===== src/rtl/modexp_pkg.sv =====
package modexp_pkg;

  // Operand pair chosen for the multiplier request.
  typedef enum logic [2:0] {
    OP_BASE_CONV = 3'd0,   // (M, R^2)
    OP_ONE_CONV  = 3'd1,   // (1, R^2)
    OP_C_P       = 3'd2,   // (C, P)
    OP_P_P       = 3'd3,   // (P, P)
    OP_C_ONE     = 3'd4    // (C, 1)
  } opSel_e;

  // Strobes from the control to the datapath.
  typedef struct packed {
    logic   ldIn;       // capture host inputs
    opSel_e opSel;      // operand mux
    logic   capP;       // P <= product
    logic   capC;       // C <= product
    logic   capHold;    // holding register <= product
    logic   commitHold; // C <= holding register
    logic   shiftExp;   // advance to next exponent bit
    logic   capRes;     // result <= product
  } ctrlStrobe_t;

endpackage


===== src/rtl/modexp_dp.sv =====
module modexp_dp
  import modexp_pkg::*;
#(
  parameter int WIDTH = 16,
  parameter int EXP_W = 16
) (
  input  logic              clk,
  input  logic              rstN,
  input  ctrlStrobe_t       ctl,
  input  logic [WIDTH-1:0]  base,
  input  logic [EXP_W-1:0]  exponent,
  input  logic [WIDTH-1:0]  modulus,
  input  logic [WIDTH-1:0]  convConst,
  input  logic [WIDTH-1:0]  mulResult,
  output logic [WIDTH-1:0]  mulOpA,
  output logic [WIDTH-1:0]  mulOpB,
  output logic [WIDTH-1:0]  mulMod,
  output logic              expBit,
  output logic [WIDTH-1:0]  result
);

  localparam logic [WIDTH-1:0] ONE = WIDTH'(1);

  logic [WIDTH-1:0] baseReg, modReg, convReg;
  logic [EXP_W-1:0] expReg;
  logic [WIDTH-1:0] cReg, pReg, holdReg, resReg;

  always_ff @(posedge clk) begin
    if (!rstN) begin
      baseReg <= '0;
      modReg  <= '0;
      convReg <= '0;
      expReg  <= '0;
      cReg    <= '0;
      pReg    <= '0;
      holdReg <= '0;
      resReg  <= '0;
    end else begin
      if (ctl.ldIn) begin
        baseReg <= base;
        modReg  <= modulus;
        convReg <= convConst;
        expReg  <= exponent;
      end
      if (ctl.shiftExp) expReg <= expReg >> 1;
      if (ctl.capP)     pReg    <= mulResult;
      if (ctl.capHold)  holdReg <= mulResult;
      if (ctl.capC)            cReg <= mulResult;
      else if (ctl.commitHold) cReg <= holdReg;
      if (ctl.capRes)   resReg  <= mulResult;
    end
  end

  always_comb begin
    unique case (ctl.opSel)
      OP_BASE_CONV: begin mulOpA = baseReg; mulOpB = convReg; end
      OP_ONE_CONV:  begin mulOpA = ONE;     mulOpB = convReg; end
      OP_C_P:       begin mulOpA = cReg;    mulOpB = pReg;    end
      OP_P_P:       begin mulOpA = pReg;    mulOpB = pReg;    end
      OP_C_ONE:     begin mulOpA = cReg;    mulOpB = ONE;     end
      default:      begin mulOpA = '0;      mulOpB = '0;      end
    endcase
  end

  assign mulMod = modReg;
  assign expBit = expReg[0];
  assign result = resReg;

endmodule


===== src/rtl/modexp_ctrl.sv =====
module modexp_ctrl
  import modexp_pkg::*;
#(
  parameter int EXP_W = 16,
  parameter int HW    = $clog2(EXP_W + 1)
) (
  input  logic          clk,
  input  logic          rstN,
  input  logic          start,
  input  logic [HW-1:0] expLen,
  input  logic          expBit,
  input  logic          mulReady,
  input  logic          mulResValid,
  output ctrlStrobe_t   ctl,
  output logic          mulValid,
  output logic          done
);

  typedef enum logic [3:0] {
    S_IDLE, S_CONVM, S_CONVONE, S_ITER, S_MULC, S_SQP, S_LAST, S_EXIT, S_DONE
  } state_e;

  state_e state, nextState;
  logic          issued;
  logic [HW-1:0] remaining;
  logic          isMul, resHit;

  always_comb begin
    unique case (state)
      S_CONVM, S_CONVONE, S_MULC, S_SQP, S_LAST, S_EXIT: isMul = 1'b1;
      default:                                             isMul = 1'b0;
    endcase
  end

  assign resHit   = isMul && issued && mulResValid;
  assign mulValid = isMul && !issued;
  assign done     = (state == S_DONE);

  always_comb begin
    ctl       = '0;
    ctl.opSel = OP_BASE_CONV;
    nextState = state;
    unique case (state)
      S_IDLE: begin
        if (start) begin
          ctl.ldIn  = 1'b1;
          nextState = S_CONVM;
        end
      end
      S_CONVM: begin
        ctl.opSel = OP_BASE_CONV;
        if (resHit) begin
          ctl.capP  = 1'b1;
          nextState = S_CONVONE;
        end
      end
      S_CONVONE: begin
        ctl.opSel = OP_ONE_CONV;
        if (resHit) begin
          ctl.capC  = 1'b1;
          nextState = S_ITER;
        end
      end
      S_ITER: begin
        if (remaining == '0)
          nextState = S_EXIT;
        else if (remaining == HW'(1))
          nextState = expBit ? S_LAST : S_EXIT;
        else
          nextState = expBit ? S_MULC : S_SQP;
      end
      S_MULC: begin
        ctl.opSel = OP_C_P;
        if (resHit) begin
          ctl.capHold = 1'b1;
          nextState   = S_SQP;
        end
      end
      S_SQP: begin
        ctl.opSel = OP_P_P;
        if (resHit) begin
          ctl.capP       = 1'b1;
          ctl.commitHold = expBit;
          ctl.shiftExp   = 1'b1;
          nextState      = S_ITER;
        end
      end
      S_LAST: begin
        ctl.opSel = OP_C_P;
        if (resHit) begin
          ctl.capC  = 1'b1;
          nextState = S_EXIT;
        end
      end
      S_EXIT: begin
        ctl.opSel = OP_C_ONE;
        if (resHit) begin
          ctl.capRes = 1'b1;
          nextState  = S_DONE;
        end
      end
      S_DONE:  nextState = S_IDLE;
      default: nextState = S_IDLE;
    endcase
  end

  always_ff @(posedge clk) begin
    if (!rstN) begin
      state     <= S_IDLE;
      issued    <= 1'b0;
      remaining <= '0;
    end else begin
      state <= nextState;
      if (mulValid && mulReady) issued <= 1'b1;
      else if (resHit)          issued <= 1'b0;
      if (state == S_IDLE && start)
        remaining <= expLen;
      else if (state == S_SQP && resHit)
        remaining <= remaining - HW'(1);
    end
  end

endmodule


===== src/rtl/modexp_seq.sv =====
module modexp_seq
  import modexp_pkg::*;
#(
  parameter int WIDTH = 16,
  parameter int EXP_W = 16,
  parameter int HW    = $clog2(EXP_W + 1)
) (
  input  logic             clk,
  input  logic             rstN,
  input  logic             start,
  input  logic [WIDTH-1:0] base,
  input  logic [EXP_W-1:0] exponent,
  input  logic [HW-1:0]    expLen,
  input  logic [WIDTH-1:0] modulus,
  input  logic [WIDTH-1:0] convConst,
  output logic             mulValid,
  input  logic             mulReady,
  output logic [WIDTH-1:0] mulOpA,
  output logic [WIDTH-1:0] mulOpB,
  output logic [WIDTH-1:0] mulMod,
  input  logic             mulResValid,
  input  logic [WIDTH-1:0] mulResult,
  output logic             done,
  output logic [WIDTH-1:0] result
);

  ctrlStrobe_t ctl;
  logic        expBit;

  modexp_ctrl #(.EXP_W(EXP_W), .HW(HW)) u_ctrl (
    .clk(clk), .rstN(rstN), .start(start), .expLen(expLen), .expBit(expBit),
    .mulReady(mulReady), .mulResValid(mulResValid),
    .ctl(ctl), .mulValid(mulValid), .done(done)
  );

  modexp_dp #(.WIDTH(WIDTH), .EXP_W(EXP_W)) u_dp (
    .clk(clk), .rstN(rstN), .ctl(ctl), .base(base), .exponent(exponent),
    .modulus(modulus), .convConst(convConst), .mulResult(mulResult),
    .mulOpA(mulOpA), .mulOpB(mulOpB), .mulMod(mulMod), .expBit(expBit),
    .result(result)
  );

endmodule


===== config.mk =====
export PLATFORM = sky130hd
export DESIGN_NAME = modexp_seq
export DESIGN_NICKNAME = d
export VERILOG_FILES = /design/src/rtl/modexp_pkg.sv /design/src/rtl/modexp_dp.sv /design/src/rtl/modexp_ctrl.sv /design/src/rtl/modexp_seq.sv
export SDC_FILE = /design/constraint.sdc
export NUM_CORES = 1
export LEC_CHECK = 0
export BUFFER_PORTS_ARGS = -buffer_cell sky130_fd_sc_hd__buf_4
export CAP_MARGIN = 20
export CELL_PAD_IN_SITES_DETAIL_PLACEMENT = 2
export CELL_PAD_IN_SITES_GLOBAL_PLACEMENT = 2
export CORE_MARGIN = 2
export CORE_UTILIZATION = 35
export CTS_CLUSTER_DIAMETER = 30
export DETAILED_ROUTE_END_ITERATION = 16
export PLACE_DENSITY = 0.91
export SLEW_MARGIN = 10
export SYNTH_ARGS = -nofsm -noshare
export SYNTH_HDL_FRONTEND = slang
export SYNTH_HIERARCHICAL = 1
export SYNTH_SLANG_ARGS = --single-unit

===== constraint.sdc =====
create_clock -name clk -period 4.5 [get_ports clk]
set_clock_uncertainty 0.2 [all_clocks]
set_input_delay 0.45 -clock clk [delete_from_list [all_inputs] [get_ports clk]]
set_output_delay 0.45 -clock clk [all_outputs]
set_load 0.02 [all_outputs]

# Yosys cells after proc, flatten, opt, wreduce, memory -nomap -nowiden
# Index checks and enable logic that the tools add are counted.
# W data, S select, Z words.
totals:
  wordCells: 89
  regBits: 138
  input_bits: 90
  out_inout_bits: 66
classes:
  mux: 32
  eq_ne: 19
  n_reduce_logical: 24
  n_addsub: 1
  bitwise_logic: 1
ops:
  columns: ["op", "n"]
  rows:
  - ["$pmux W16 S4", 1]
  - ["$pmux W16 S3", 1]
  - ["$mux W16", 2]
  - ["$mux W4", 8]
  - ["$mux W15", 2]
  - ["$pmux W4 S7", 1]
  - ["$eq A4 B3 Y1 const B", 4]
  - ["$reduce_or A2 Y1", 8]
  - ["$mux W1", 12]
  - ["$pmux W3 S4", 1]
  - ["$mux W5", 2]
  - ["$ne A2 B1 Y1 const B", 5]
  - ["$eq A4 B2 Y1 const B", 2]
  - ["$reduce_bool A2 Y1", 4]
  - ["$eq A3 B2 Y1 const B", 2]
  - ["$logic_and A1 B1 Y1", 6]
  - ["$reduce_and A6 Y1", 1]
  - ["$reduce_or A6 Y1", 1]
  - ["$eq A5 B1 Y1 const B", 1]
  - ["$logic_not A5 Y1", 1]
  - ["$sub A5 B1 Y5 const B", 1]
  - ["$eq A4 B1 Y1 const B", 1]
  - ["$eq A4 B4 Y1 const B", 1]
  - ["$logic_not A4 Y1", 1]
  - ["other kinds (7)", 8]

# Logic depth before layout (Yosys ltp)
depth:
  depth_word: 9
  depth_mapped: 11
  depth_no_buf: 7

# Modules after synthesis
# Netlist, hierarchy kept.
by_module_without_submodules:
  columns: ["mod", "seq_area_each_um2", "cells_per_inst", "n_inst", "area_each_um2"]
  rows:
  - ["modexp_dp", 2562.5, 548, 1, 5509.0]
  - ["modexp_ctrl", 200.2, 93, 1, 726.9]

# Worst setup path before layout
# OpenSTA, ideal clock, no wires.
synth_path:
  kind: "register to output"
  start: "register u_ctrl.state[0]"
  end: "output port mulOpA[12]"
  required_ns: 3.850
  path_slack_ns: 1.965
  stages_incl_launch_ff: 11
  n_path_buf: 5
  arrival_ns: 1.885
  cell_sequence: "dfxtp_1 -> buf_2 -> buf_1 -> a21oi_1 -> nor2_1 -> clkbuf_1 -> and3b_1 -> buf_4 -> buf_4 -> nand2_1 -> o21ai_0"
synth_rtl:
  columns: ["element", "line", "text"]
  rows:
  - ["start, declared", "modexp_ctrl.sv:23", "state_e state, nextState;"]
  - ["start signal, assigned", "modexp_ctrl.sv:113", "state <= nextState;"]
  - ["end, declared", "modexp_seq.sv:18", "output logic [WIDTH-1:0] mulOpA,"]

==> results.ini <==
[global_routing]
antenna_found_initial=0
grt_pass1_vias=6040
grt_pass1_wl_mm=33.7
grt_util_all_layers_pct=23.8
overflow=0
grt_max_degree=140

[detailed_routing]
dr_wl_met3_mm=1.27
drcViolationCount=0
dr_wl_met2_mm=11.4
routed_wl_mm=22.1
drt_iter0_drc=285
ant_nets=0
wl_met1_mm=8.89
wl_per_cell_um=21.9
vias_per_cell=5.27
dr.pass1.iters=4
topRoutingLayerUsed=met4
num_vias=5329

[clock_tree]
cts.sinks=138
clock_path_buffers=2
postCtsSetupBuffers=0
post_cts_hold_buffer_count=0
cts_root_buf=clkbuf_16
cts_tree=yes
htree_levels=4
clk_pin_slew_worst_paths_ns=0.06
cts_made_buffers=17
cts_resized=0
clock_latency_ns=0.42

[synthesis]
synth_ff_type=dfxtp_1
async_flop_share_pct=0
synth_area_leaders=dfxtp_1 44%, mux2i_1 23%, nor2b_1 10%
syn_area_per_cell_um2=9.73
netlist_instances=641
synth_fp_nets=734
ys_seq_elements=138
synth-edff-count=0
synth-seq-area-share_pct=44.3
synth_top_area_share_pct=44.3
yosys_warnings=6
syn_area_um2=6240
yosysTopAreaCell=dfxtp_1
synth_cell_types=44

[die]
core_um2=17400
die-height_um=137
start_util_pct=35.9
die-area_um2=18900
pin_count=156
die_w_um=137
std_cell_rows=48

[critical_path]
critPathKind=register to primary output
cp-start-kind=register
crit_path_max_fanout=24
crit_required_ns=3.85
arrival_ns=3.30
worstSetupEndpointType=primary output

[sta]
worst_slack_ns=0.547
hold_slack_ns=0.0829
rsz0062_at_grt=no
hold_violations=0
slew_headroom_pct=25.1
maxSlewViolCount=0
setup_viol=0
max_freq_ghz=0.253
tns_ns=0
worstMarginPinSlew_ns=1.12
finalCritPeriodShare_pct=87.8
min_period_ns=3.95

[flow_run]
drv_cap=0

[place]
dp_hpwl_mm=14.9
pre_cts_slack_ns=1.02
gp_congestion=0.878
place_inst=979
io_buffers=155

[pwr]
power_leakage_nw=3.14
p_per_area_nw_per_um2=404
finalPower_mw=3.29
vdd.ir_drop.worst_v=0.000272

[outcome]
run_status=finished clean

[hold_path]
holdCritPathClass=primary input to register

[final_layout]
stdcell_count=1011
fin_nets=867
area_growth_pct=30.4
antennaDiodeCount=0
final_layout_size_suffix_gt1_share_pct=26.0

-- synthesized netlist by cell type (all sizes together), types with 2 or more instances --
master	count
mux2i	142
dfxtp	138
nor2b	100
o21ai	56
a21oi	40
buf	26
nand2	25
clkbuf	24
nor2	24
a22oi	15
inv	6
and3	4
nand3b	4
nor4	4
ha	3
nand3	3
xnor2	3
nand2b	2
nor3	2
o2111ai	2
o211ai	2
xor2	2
-- power by group --
| part | leakage, nW | switching [mW] | internal (mW) |
|---|---|---|---|
| registers | 1.12 | 0.0626 | 1.29 |
| logic | 1.74 | 0.285 | 0.253 |
| clock network | 0.276 | 0.554 | 0.843 |
| total | 3.14 | 0.902 | 2.39 |
-- critical path: stages (launching register included) --
cell and delay (ns):
dfxtp_1 0.76, nor2b_1 0.28, and3_1 0.19, buf_4 0.28, xor2_2 0.77, a22oi_1 0.16, o21ai_0 0.26, buf_4 0.18
-- flip-flops by register name (all words and copies together), names as in the netlist --
name,flops
u_dp/cReg,16
u_dp/baseReg,16
u_ctrl/state,4
u_ctrl/remaining,5
u_dp/mulMod,16
u_ctrl/issued,1
u_dp/holdReg,16
u_dp/convReg,16
u_dp/result,16
u_dp/pReg,16
u_dp/expReg,16
-- layer usage --
layer,global-route usage [%],vias to the layer above
met1,26.7,2630
met2,43.1,164
met5,0,-
met3,6.62,44
met4,8.53,0
li1,-,2491
-- cell families after synthesis --
family / count (synthesis) / share of synthesized area (%)
simple gates: 174 / 16.3
mux: 143 / 23.0
flops: 138 / 44.3
compound gates: 122 / 10.9
buf+inv: 56 / 4.11
xor+xnor: 5 / 0.823
fa+ha+maj: 3 / 0.602
-- placed cells by master, fill, tap and decap left out, types with 2 or more instances in the layout --
cell type | netlist | layout
buf_4 | 6 | 162
nand3_1 | 3 | 3
ha_1 | 3 | 3
o211ai_1 | 2 | 2
and3_1 | 4 | 4
nor2_1 | 22 | 21
nand2b_1 | 2 | 2
a22oi_1 | 15 | 15
o21ai_1 | 9 | 9
xnor2_1 | 3 | 3
clkbuf_1 | 24 | 2
nand2_1 | 25 | 25
mux2i_1 | 142 | 142
clkbuf_16 | 0 | 17
dfxtp_1 | 138 | 138
nor2_2 | 1 | 2
clkinv_4 | 0 | 2
nor2b_1 | 100 | 99
bufinv_16 | 0 | 2
inv_1 | 6 | 5
a21oi_1 | 40 | 40
o21ai_0 | 47 | 47
o2111ai_1 | 2 | 2
clkinvlp_4 | 0 | 3
clkinv_2 | 0 | 3
nand3b_1 | 4 | 4
clkbuf_8 | 0 | 2
nor4_1 | 3 | 2
-- area by class of cell --
cell class	count	area, um^2
Clock buffer	21	460
Clock inverter	10	119
Fill cell	1788	9220
Inverter	6	23.8
Multi-Input combinational cell	447	3230
Sequential cell	138	2760
Tap cell	225	282
Timing Repair Buffer	164	1260
-- stage by stage --
stage | cell area, um^2 | util [%]
after detailed placement | 7530 | 43.4
after CTS | 8110 | 46.7
after global placement | 7510 | 43.3
after global routing | 8130 | 46.9
after floorplan | 6240 | -
final | 8130 | 46.9
-- worst paths after layout --
path	from	end	slack, ns	cells past startpoint
max	u_ctrl/state[0]$_SDFFE_PN0P_	mulOpA[12]	0.55	7
max reg2reg	u_ctrl/state[0]$_SDFFE_PN0P_	u_dp/convReg[4]$_SDFFE_PN0P_	1.31	6
min	mulReady	u_ctrl/issued$_SDFFE_PN0P_	0.08	3
min reg2reg	u_dp/mulMod[0]$_SDFFE_PN0P_	u_dp/mulMod[0]$_SDFFE_PN0P_	0.33	2
Note: power is estimated with default switching activity, not from simulation.
